==> src/rtl/intc_pkg.sv <==
package intc_pkg;

    // Per-channel agreement state
    typedef enum logic {
        AG_OPEN = 1'b0,
        AG_HELD = 1'b1
    } agr_state_t;

    // Channel indices
    localparam int CH_NORM = 0;
    localparam int CH_FAST = 1;

    // Line configuration word field positions
    localparam int CFG_STEER_BIT = 0;
    localparam int CFG_SENS_BIT  = 1;
    localparam int CFG_PRIO_LSB  = 2;

endpackage

==> src/rtl/intc_arbiter.sv <==
module intc_arbiter #(
    parameter int NLINES = 32,
    parameter int PRIO_W = 5,
    localparam int IDX_W = $clog2(NLINES)
) (
    input  logic [NLINES-1:0]             req,
    input  logic [NLINES-1:0][PRIO_W-1:0] prio,
    output logic                          any,
    output logic [IDX_W-1:0]              win
);

    logic [PRIO_W-1:0] best;

    // Ascending scan with <= : ties resolve to the highest line number
    always_comb begin
        any  = 1'b0;
        best = '1;
        win  = '0;
        for (int i = 0; i < NLINES; i++) begin
            if (req[i] && (!any || prio[i] <= best)) begin
                any  = 1'b1;
                best = prio[i];
                win  = IDX_W'(i);
            end
        end
    end

endmodule

==> src/rtl/intc_agree_fsm.sv <==
module intc_agree_fsm
    import intc_pkg::*;
#(
    parameter int NLINES = 32,
    parameter int PRIO_W = 5,
    localparam int IDX_W = $clog2(NLINES)
) (
    input  logic                          clk,
    input  logic                          rst_n,
    input  logic [NLINES-1:0]             req,
    input  logic [NLINES-1:0][PRIO_W-1:0] prio,
    input  logic                          strobe,
    output logic                          out,
    output logic [IDX_W-1:0]              code
);

    agr_state_t        state, nxt;
    logic              any_req;
    logic [IDX_W-1:0]  win;

    intc_arbiter #(.NLINES(NLINES), .PRIO_W(PRIO_W)) u_arb (
        .req  (req),
        .prio (prio),
        .any  (any_req),
        .win  (win)
    );

    always_comb begin
        nxt = state;
        unique case (state)
            AG_OPEN: if (any_req) nxt = AG_HELD;
            AG_HELD: if (strobe)  nxt = AG_OPEN;
        endcase
    end

    always_ff @(posedge clk) begin
        if (!rst_n) begin
            state <= AG_OPEN;
            code  <= '0;
        end else begin
            state <= nxt;
            if (state == AG_OPEN && any_req)
                code <= win;
        end
    end

    always_comb out = (state == AG_HELD);

    AST_STROBE_DROP: assert property (@(posedge clk) disable iff (!rst_n)
        (strobe && state == AG_HELD) |=> !out);
    AST_NO_SPUR: assert property (@(posedge clk) disable iff (!rst_n)
        (state == AG_OPEN && !any_req) |=> !out);

endmodule

==> src/rtl/intc_line_state.sv <==
module intc_line_state #(
    parameter int NLINES = 32,
    parameter int PRIO_W = 5,
    localparam int IDX_W = $clog2(NLINES)
) (
    input  logic                          clk,
    input  logic                          rst_n,
    input  logic [NLINES-1:0]             pins,
    input  logic                          cfg_we,
    input  logic [IDX_W-1:0]              cfg_idx,
    input  logic [PRIO_W-1:0]             cfg_prio,
    input  logic                          cfg_sens,
    input  logic                          cfg_steer,
    input  logic                          mask_we,
    input  logic                          pend_we,
    input  logic [NLINES-1:0]             wdata,
    input  logic [NLINES-1:0]             swi_ev,
    input  logic [NLINES-1:0]             ack_clr,
    output logic [NLINES-1:0]             pend_q,
    output logic [NLINES-1:0]             mask_q,
    output logic [NLINES-1:0]             sens_q,
    output logic [NLINES-1:0]             steer_q,
    output logic [NLINES-1:0][PRIO_W-1:0] prio_q
);

    logic [NLINES-1:0] pin_q, live_q;
    logic [NLINES-1:0] up_ev, down_ev, pend_nx;

    always_comb begin
        up_ev   = (pins & ~pin_q) | swi_ev;
        down_ev = ~pins & pin_q & ~up_ev;
        pend_nx = pend_q;
        if (pend_we)
            pend_nx = pend_nx & (wdata | (live_q & sens_q));
        pend_nx = pend_nx & ~ack_clr;
        pend_nx = pend_nx & ~(down_ev & sens_q);
        pend_nx = pend_nx | (up_ev & (sens_q | ~live_q));
    end

    always_ff @(posedge clk) begin
        if (!rst_n) begin
            pin_q   <= '0;
            live_q  <= '0;
            pend_q  <= '0;
            mask_q  <= '1;
            sens_q  <= '0;
            steer_q <= '0;
            prio_q  <= '0;
        end else begin
            pin_q  <= pins;
            live_q <= (live_q | up_ev) & ~down_ev;
            pend_q <= pend_nx;
            if (mask_we)
                mask_q <= wdata;
            if (cfg_we) begin
                prio_q[cfg_idx]  <= cfg_prio;
                sens_q[cfg_idx]  <= cfg_sens;
                steer_q[cfg_idx] <= cfg_steer;
            end
        end
    end

    AST_LEVEL_DROP: assert property (@(posedge clk) disable iff (!rst_n)
        (|(down_ev & sens_q)) |=> ((pend_q & $past(down_ev & sens_q)) == '0));
    AST_EDGE_KEEP: assert property (@(posedge clk) disable iff (!rst_n)
        !pend_we |=> (($past(pend_q & ~sens_q & ~ack_clr) & ~pend_q) == '0));

endmodule

==> src/rtl/edge_level_intc.sv <==
module edge_level_intc
    import intc_pkg::*;
#(
    parameter int NLINES = 32,
    parameter int PRIO_W = 5,
    parameter int ADDR_W = 8,
    parameter int DATA_W = 32
) (
    input  logic              clk,
    input  logic              rst_n,
    input  logic [31:0]       irq_lines,
    input  logic              reg_wr,
    input  logic              reg_rd,
    input  logic [7:0]        reg_addr,
    input  logic [31:0]       reg_wdata,
    output logic [31:0]       reg_rdata,
    output logic              irq_out,
    output logic              fiq_out
);

    localparam int IDX_W    = $clog2(NLINES);
    localparam int A_PEND   = 'h00;
    localparam int A_MASK   = 'h04;
    localparam int A_NCODE  = 'h10;
    localparam int A_FCODE  = 'h14;
    localparam int A_CTRL   = 'h18;
    localparam int A_CFG0   = 'h1C;
    localparam int A_CFGN   = A_CFG0 + 4 * (NLINES - 1);
    localparam int A_SWI    = A_CFGN + 4;
    localparam int CFG_W    = PRIO_W + CFG_PRIO_LSB;

    logic [NLINES-1:0]             pend_q, mask_q, sens_q, steer_q;
    logic [NLINES-1:0][PRIO_W-1:0] prio_q;
    logic [NLINES-1:0]             swi_ev, ack_clr;
    logic [NLINES-1:0]             chan_req [2];
    logic [1:0]                    strobe, chan_out;
    logic [IDX_W-1:0]              chan_code [2];
    logic [ADDR_W-1:0]             cfg_off;
    logic [IDX_W-1:0]              cfg_idx;
    logic                          cfg_hit, aligned;
    logic [NLINES-1:0]             wlo;

    always_comb begin
        aligned = (reg_addr[1:0] == 2'b00);
        cfg_hit = aligned && (int'(reg_addr) >= A_CFG0) && (int'(reg_addr) <= A_CFGN);
        cfg_off = reg_addr - ADDR_W'(A_CFG0);
        cfg_idx = cfg_off[IDX_W+1:2];
        wlo     = reg_wdata[NLINES-1:0];
    end

    // Software injection: lowest set bit only
    always_comb begin
        swi_ev = '0;
        if (reg_wr && int'(reg_addr) == A_SWI)
            swi_ev = wlo & (~wlo + NLINES'(1));
    end

    always_comb begin
        strobe[CH_NORM] = reg_wr && int'(reg_addr) == A_CTRL && reg_wdata[0];
        strobe[CH_FAST] = reg_wr && int'(reg_addr) == A_CTRL && reg_wdata[1];
    end

    // Acknowledge-by-read of an edge source
    always_comb begin
        ack_clr = '0;
        if (reg_rd && int'(reg_addr) == A_NCODE)
            ack_clr = (NLINES'(1) << chan_code[CH_NORM]) & ~sens_q;
        else if (reg_rd && int'(reg_addr) == A_FCODE)
            ack_clr = (NLINES'(1) << chan_code[CH_FAST]) & ~sens_q;
    end

    intc_line_state #(.NLINES(NLINES), .PRIO_W(PRIO_W)) u_lines (
        .clk       (clk),
        .rst_n     (rst_n),
        .pins      (irq_lines[NLINES-1:0]),
        .cfg_we    (reg_wr && cfg_hit),
        .cfg_idx   (cfg_idx),
        .cfg_prio  (reg_wdata[CFG_PRIO_LSB +: PRIO_W]),
        .cfg_sens  (reg_wdata[CFG_SENS_BIT]),
        .cfg_steer (reg_wdata[CFG_STEER_BIT]),
        .mask_we   (reg_wr && int'(reg_addr) == A_MASK),
        .pend_we   (reg_wr && int'(reg_addr) == A_PEND),
        .wdata     (wlo),
        .swi_ev    (swi_ev),
        .ack_clr   (ack_clr),
        .pend_q    (pend_q),
        .mask_q    (mask_q),
        .sens_q    (sens_q),
        .steer_q   (steer_q),
        .prio_q    (prio_q)
    );

    always_comb begin
        chan_req[CH_NORM] = pend_q & ~mask_q & ~steer_q;
        chan_req[CH_FAST] = pend_q & ~mask_q & steer_q;
    end

    for (genvar c = 0; c < 2; c++) begin : g_chan
        intc_agree_fsm #(.NLINES(NLINES), .PRIO_W(PRIO_W)) u_fsm (
            .clk    (clk),
            .rst_n  (rst_n),
            .req    (chan_req[c]),
            .prio   (prio_q),
            .strobe (strobe[c]),
            .out    (chan_out[c]),
            .code   (chan_code[c])
        );
    end

    always_comb begin
        irq_out = chan_out[CH_NORM];
        fiq_out = chan_out[CH_FAST];
    end

    always_comb begin
        reg_rdata = '0;
        if (reg_rd) begin
            if (cfg_hit)
                reg_rdata = DATA_W'({prio_q[cfg_idx], sens_q[cfg_idx], steer_q[cfg_idx]});
            else if (int'(reg_addr) == A_PEND)
                reg_rdata = DATA_W'(pend_q);
            else if (int'(reg_addr) == A_MASK)
                reg_rdata = DATA_W'(mask_q);
            else if (int'(reg_addr) == A_NCODE)
                reg_rdata = DATA_W'(chan_code[CH_NORM]);
            else if (int'(reg_addr) == A_FCODE)
                reg_rdata = DATA_W'(chan_code[CH_FAST]);
        end
    end

    AST_ONE_ACK: assert property (@(posedge clk) disable iff (!rst_n)
        $onehot0(ack_clr));
    AST_ONE_SWI: assert property (@(posedge clk) disable iff (!rst_n)
        $onehot0(swi_ev));
    AST_CFG_WIDTH: assert property (@(posedge clk) disable iff (!rst_n)
        (reg_rd && cfg_hit) |-> (reg_rdata[DATA_W-1:CFG_W] == '0));

endmodule

==> config.mk <==
export PLATFORM = sky130hd
export DESIGN_NAME = edge_level_intc
export DESIGN_NICKNAME = d
export VERILOG_FILES = /design/src/rtl/intc_pkg.sv /design/src/rtl/intc_arbiter.sv /design/src/rtl/intc_agree_fsm.sv /design/src/rtl/intc_line_state.sv /design/src/rtl/edge_level_intc.sv
export SDC_FILE = /design/constraint.sdc
export NUM_CORES = 2
export LEC_CHECK = 0
export BUFFER_PORTS_ARGS = -buffer_cell sky130_fd_sc_hd__clkbuf_2
export CAP_MARGIN = 20
export CORE_MARGIN = 2
export CORE_UTILIZATION = 50
export DETAILED_ROUTE_END_ITERATION = 8
export PLACE_DENSITY_LB_ADDON = 0.25
export SLEW_MARGIN = 20
export SYNTH_ARGS = -nofsm -noshare
export SYNTH_HDL_FRONTEND = slang
export SYNTH_SLANG_ARGS = --single-unit
==> constraint.sdc <==
create_clock -name clk -period 59.7 [get_ports clk]
set_input_delay 5.97 -clock clk [delete_from_list [all_inputs] [get_ports clk]]
set_output_delay 5.97 -clock clk [all_outputs]
set_load 0.02 [all_outputs]
; ---- After elaboration in Yosys (flattened, before gate mapping)
; Index checks and enable logic that the tools add are counted.
[classes]
n_addsub = 2
order_cmp = 66
eq_ne = 5
n_shift = 2
mux = 217
bitwise_logic = 34
reduce_logical = 202
[ops]
columns = op, count
row1 = $mux 5, 126
row2 = $and 32x32->32, 16
row3 = $not 32->32, 11
row4 = $le 5x5->1, 62
row5 = $mux 32, 8
row6 = $bwmux 160, 1
row7 = $or 32x32->32, 5
row8 = $logic_and 1x1->1, 76
row9 = $mux 1, 73
row10 = $bwmux 32, 2
row11 = $shl 1x5->32 const A, 2
row12 = $logic_not 1->1, 62
row13 = $logic_or 1x1->1, 62
row14 = $add 32x1->32 const B, 1
row15 = $bmux 5 s5, 1
row16 = $demux 5 s5, 1
row17 = $eq 8x6->1 const B, 3
row18 = $bmux 1 s5, 2
row19 = $eq 8x4->1 const B, 1
row20 = $eq 8x8->1 const B, 1
row21 = $ge 8x5->1 const B, 1
row22 = $le 8x8->1 const B, 1
row23 = $logic_not 8->1, 1
row24 = $sub 7x5->7 const B, 1
row25 = other kinds (6), 8
[word_totals]
reg_bits = 364
in_bits = 76
output_inout_bits = 34
word_cells = 570

; ---- Depth between registers and ports, before layout
[logic_depth]
ltp_word = 130
mapped_depth = 290
mapped_depth_nobuf = 272

; ---- Modules after synthesis
; From an unflattened synthesis, not the netlist that was laid out.
[hier_totals]
cells_unflattened = 4445
area_unflattened_um2 = 35011.1
[by_module_without_submodules]
columns = mod, instances, cells_per_inst, area_per_inst_um2, seq_area_each_um2
row1 = intc_line_state, 1, 1381, 13571.8, 7046.8
row2 = intc_arbiter at g_chan[0].u_fsm.u_arb, 1, 1256, 8418.1, 0.0
row3 = intc_arbiter at g_chan[1].u_fsm.u_arb, 1, 1239, 8343.0, 0.0
row4 = edge_level_intc, 1, 517, 4190.3, 0.0
row5 = intc_agree_fsm, 2, 26, 244.0, 120.1

; ---- Least setup slack after synthesis
; OpenSTA, ideal clock, no wires.
[synth_path]
kind = register -> register
start = register u_lines.mask_q[0]
end = register g_chan[1].u_fsm.code[3]
setup_ns = 0.134
arrival_time_ns = 50.665
t_required_ns = 59.566
setup_slack_ns = 8.902
path_stages_with_launch = 279
n_path_buf = 18
period_less_slack_ns = 50.798
cell_sequence = dfxtp_1 > nand3b_1 > clkbuf_1 > nor2_1 > ha_1 > a21o_1 > a21oi_1 > a21oi_2 > nor2_2 > nor3_1 > a21oi_1 > inv_1 > ha_1 > a21oi_1 > nor2b_1 > a2111oi_2 > a221oi_2 > nor2_1 > [243 not listed] > a21oi_1 > nor2b_1 > o221ai_1 > nand4_1 > clkbuf_1 > mux2_2 > ha_1 > nor2b_1 > o21a_1 > o21ai_0 > nand2b_1 > a21oi_1 > a31oi_1 > nor2_1 > nor3_1 > nand2_1 > nor3b_1 > a31oi_1
[synth_via]
elab_chain_len = 129
elab_cells_between_ends = 220
cone_classes = 31 x order compare / 92 x mux / 3 x bitwise / 94 x reduce/logical
[synth_lines]
columns = element, line_no
row1 = start: declaration, intc_line_state.sv:20  ; output logic [NLINES-1:0] mask_q,
row2 = start signal: assignment, intc_line_state.sv:54  ; mask_q <= wdata;
row3 = $not 32->32 *, edge_level_intc.sv:95  ; chan_req[CH_FAST] = pend_q & ~mask_q & steer_q;
row4 = $and 32x32->32 * (2 in a row), edge_level_intc.sv:95
row5 = $mux 5 or $mux 1 (tied branches), intc_arbiter.sv:20  ; if (req[i] && (!any || prio[i] <= best)) begin
row6 = $le 5x5->1 or $logic_not 1->1 (tied branches), intc_arbiter.sv:20
row7 = $logic_or 1x1->1, intc_arbiter.sv:20
row8 = $logic_and 1x1->1, intc_arbiter.sv:20
row9 = $mux 5 or $mux 1 (tied branches), intc_arbiter.sv:20
row10 = $le 5x5->1 or $logic_not 1->1 (tied branches), intc_arbiter.sv:20
row11 = [112 not listed], --
row12 = $logic_or 1x1->1, intc_arbiter.sv:20
row13 = $logic_and 1x1->1, intc_arbiter.sv:20
row14 = $mux 5 or $mux 1 (tied branches), intc_arbiter.sv:20
row15 = $le 5x5->1 or $logic_not 1->1 (tied branches), intc_arbiter.sv:20
row16 = $logic_or 1x1->1, intc_arbiter.sv:20
row17 = $logic_and 1x1->1, intc_arbiter.sv:20
row18 = $mux 1, intc_arbiter.sv:20
row19 = $logic_and 1x1->1, intc_agree_fsm.sv:42  ; if (state == AG_OPEN && any_req)
row20 = end signal: assignment, intc_agree_fsm.sv:43  ; code <= win;
row21 = end: declaration, intc_agree_fsm.sv:14  ; output logic [IDX_W-1:0] code
; Mark *: on every way between the ends. The rest lies on a longest branch, timed or not.
; A chain may end at the register's enable or synchronous reset.

; ---- Final worst setup path
[layout_path]
start = register u_lines.pend_q[0]
end = register g_chan[1].u_fsm.code[4]
[layout_via]
elab_chain_len = 128
elab_cells_between_ends = 219
cone_classes = 31 x order compare / 92 x mux / 2 x bitwise / 94 x reduce/logical
[layout_lines]
columns = element, line_no
row1 = start: declaration, intc_line_state.sv:19  ; output logic [NLINES-1:0] pend_q,
row2 = start signal: assignment, intc_line_state.sv:52  ; pend_q <= pend_nx;
row3 = $and 32x32->32 * (2 in a row), edge_level_intc.sv:95
row4 = $mux 5 or $mux 1 (tied branches), intc_arbiter.sv:20
row5 = $le 5x5->1 or $logic_not 1->1 (tied branches), intc_arbiter.sv:20
row6 = $logic_or 1x1->1, intc_arbiter.sv:20
row7 = $logic_and 1x1->1, intc_arbiter.sv:20
row8 = $mux 5 or $mux 1 (tied branches), intc_arbiter.sv:20
row9 = $le 5x5->1 or $logic_not 1->1 (tied branches), intc_arbiter.sv:20
row10 = $logic_or 1x1->1, intc_arbiter.sv:20
row11 = [111 not listed], --
row12 = $logic_or 1x1->1, intc_arbiter.sv:20
row13 = $logic_and 1x1->1, intc_arbiter.sv:20
row14 = $mux 5 or $mux 1 (tied branches), intc_arbiter.sv:20
row15 = $le 5x5->1 or $logic_not 1->1 (tied branches), intc_arbiter.sv:20
row16 = $logic_or 1x1->1, intc_arbiter.sv:20
row17 = $logic_and 1x1->1, intc_arbiter.sv:20
row18 = $mux 1, intc_arbiter.sv:20
row19 = $logic_and 1x1->1, intc_agree_fsm.sv:42
; Marks and branches as above.

==> metrics <==
iteration count of the initial detailed-routing pass 6; Post-DP HPWL 96.2 mm; die area 71500 µm²; Total Power 599 µW; Final nets 4826; worst slew pin tran 1250 ps; DIE HEIGHT 267 µm; DR WL met2 55.4 mm; first-pass GRT wire length 191 mm; sequential-to-total area share from yosys stat 21.0%; CTS H-tree depth 2; startpoint types register; Layout area overhead 8.95%; RR Startpoint u_lines.pend_q[0]; Data arrival, critical path 56140 ps; worst-skew pair later-pin latency 650 ps; met3 wire length 11.9 mm; Die Wd 267 µm; Post-synth top flop dfxtp_1; pin count of the biggest net entering global routing 219; number of synthesized register bits 364; syn_nets 4838; routed len/inst 23.4 µm; initial antenna violation count 9; most frequent cells after synthesis nand2_1 (425), dfxtp_1 (364), nor2_1 (357); Post-synth EDFFs 0; Worst setup EP type register; CTS max path bufs 3; WL final 128 mm; post-route clock period utilization 93.2%; total power per unit cell area 15.8 nW/µm²; most common cell in the netlist nand2_1; Async SR Flop Fraction 0%; FF-to-FF setup slack 4080 ps; run status completed; Critical path origin u_lines.pend_q[0]; via count 35300; share of cells above drive strength 1 10.0%; Post-Layout Cell Count 5461; Worst Path Required 60220 ps; type of the worst setup path register to register; Slew headroom 16.1%; DRC violations left 0; via/cell ratio 6.46; Initial Utilization 50.5%; Worst Skew 57.3 ps; worst hold slack 471 ps; clock transition at the registers of the reported paths 70 ps; Worst path max stage delay 550 ps; Hold WC Path Type register to register; Tot GR Track Use 34.5%; Setup Viol. Count Final 0; CTS buffer count 45; Routed Antenna Nets 0; Slew Limit Fails 0; vias in the first global route 32200; Synth top area share 21.0%; Post-Synthesis Cells 4504; hold_buf cts 0; placed cells 5359; Crit Path Max Fanout 18; Leak 0.0160 µW; Max Cap Viol 0; GP Congestion 1.00; Achievable Freq 18.0 MHz; FP Rows 96; Metal-1 WL 53.2 mm; worst vdd ir 18.4 µV; CORE AREA 68700 µm²; synth top area cells dfxtp_1 (21%), ha_1 (9.3%), mux2i_1 (6.9%); Top Metal Used met5; initial DRC count 3783; R2R cell count 267; Fill cells 6616; Top Ports 110; TritonCTS clock tree yes; Netlist Area Pre-Place 34700 µm²; post-synth top area cell dfxtp_1; Slowest cell on crit path o41ai_2; grt ovf 0; Tmin final 55620 ps; IO buf count 109; Fin. Hold Viols 0; Synth warnings 0; reg-to-reg critical path endpoint g_chan[1].u_fsm.code[4]; syn_area_per_cell 7.70 µm²; CTS sink count 364; clock root buffer clkbuf_16; Setup crit end g_chan[1].u_fsm.code[4]; post-synth cell types 111
state kept, by name, indices dropped and copies added, names as in the netlist:
name / cells
u_lines.prio_q: 160
u_lines.live_q: 32
u_lines.mask_q: 32
u_lines.pend_q: 32
u_lines.pin_q: 32
u_lines.sens_q: 32
u_lines.steer_q: 32
g_chan.u_fsm.code: 10
g_chan.u_fsm.out: 2
how the worst min path moves through the flow:
stage                                 start           endpoint  slack [ps]  cells past startpoint
final                     u_lines.live_q[9]  u_lines.live_q[9]         470                      2
after global placement    u_lines.live_q[9]  u_lines.live_q[9]         450                      2
after global routing      u_lines.live_q[1]  u_lines.live_q[1]         520                      2
after floorplan           u_lines.live_q[9]  u_lines.live_q[9]         440                      2
after CTS                 u_lines.live_q[9]  u_lines.live_q[9]         470                      2
after detailed placement  u_lines.live_q[9]  u_lines.live_q[9]         460                      2
placed cells by master (no fill, tap or decap), drive strengths merged, types with 29 or more instances in the layout:
master and n:
a211oi 51, a21boi 61, a21o 113, a21oi 294, a22oi 37, a31oi 61
and2 102, and3 66, buf 46, clkbuf 165, dfxtp 364, ha 258
inv 225, mux2i 238, mux4 56, nand2 425, nand2b 60, nand3 138
nand3b 58, nand4 32, nor2 360, nor2b 285, nor3 82, nor3b 43
o211ai 61, o21a 61, o21ai 219, o22ai 66, o31ai 29
critical path: cells and delay by family, from the launching register on:
family          cells  cell delay (ps)
flops               1              440
fa+ha+maj          32             9670
buf+inv            14             1690
compound gates    124            26910
simple gates       89            14190
mux                 8             2490
cell type report:
cell class              count  area [µm²]  share of cell area [%]
diodes                      3        7.51                  0.0199
clock buffers              58        1250                    3.32
inverters                 221         830                    2.19
well taps                 931        1160                    3.08
clock inverters            24         314                   0.831
flip-flops and latches    364        7290                    19.3
repair buffers            153         896                    2.37
multi-input cells        3707       26100                    68.9
metal layers:
metal  GRT usage [%]  vias up
met5               0        -
met4            17.1       14
met3            7.02      346
met2            53.8     1571
met1            45.3    16700
li1                -    16600
cell families (layout without fill, tap and decap cells):
family | Yosys count | after routing | synth area share [%]
AND/OR/NAND/NOR | 1790 | 1790 | 26.8
AO/OA/AOI/OAI | 1299 | 1299 | 25.7
buffers and inverters | 433 | 456 | 4.75
flip-flops | 364 | 364 | 21.0
multiplexers | 320 | 320 | 11.3
adder cells (fa/ha/maj) | 277 | 277 | 9.85
XOR/XNOR | 21 | 21 | 0.530
other | 0 | 3 | 0
timing repair:
action,4_1_cts,5_1_grt
endpoints found under the hold margin,0,0
buffers inserted,0,16
endpoints found under the setup margin,3,10
pin swaps,0,7
resized for setup,1,46
metrics by stage:
stage,instance area (µm²),worst slack [ps],TNS (ps),utilization (%)
after floorplan,34700,8900,0,-
after global placement,35900,-899,-3730,52.2
after CTS,37400,182,0,54.5
after detailed placement,35900,-31.0,-45.1,52.2
after global routing,37800,-19.1,-19.1,55.0
final,37800,4080,0,55.0
where the power goes:
part	switching, µW	total [µW]	internal [µW]
logic	31.6	51.1	19.5
registers	5.35	253	248
clock network	126	295	168
total	163	599	436
No activity file was read; power rests on OpenSTA's default activity.
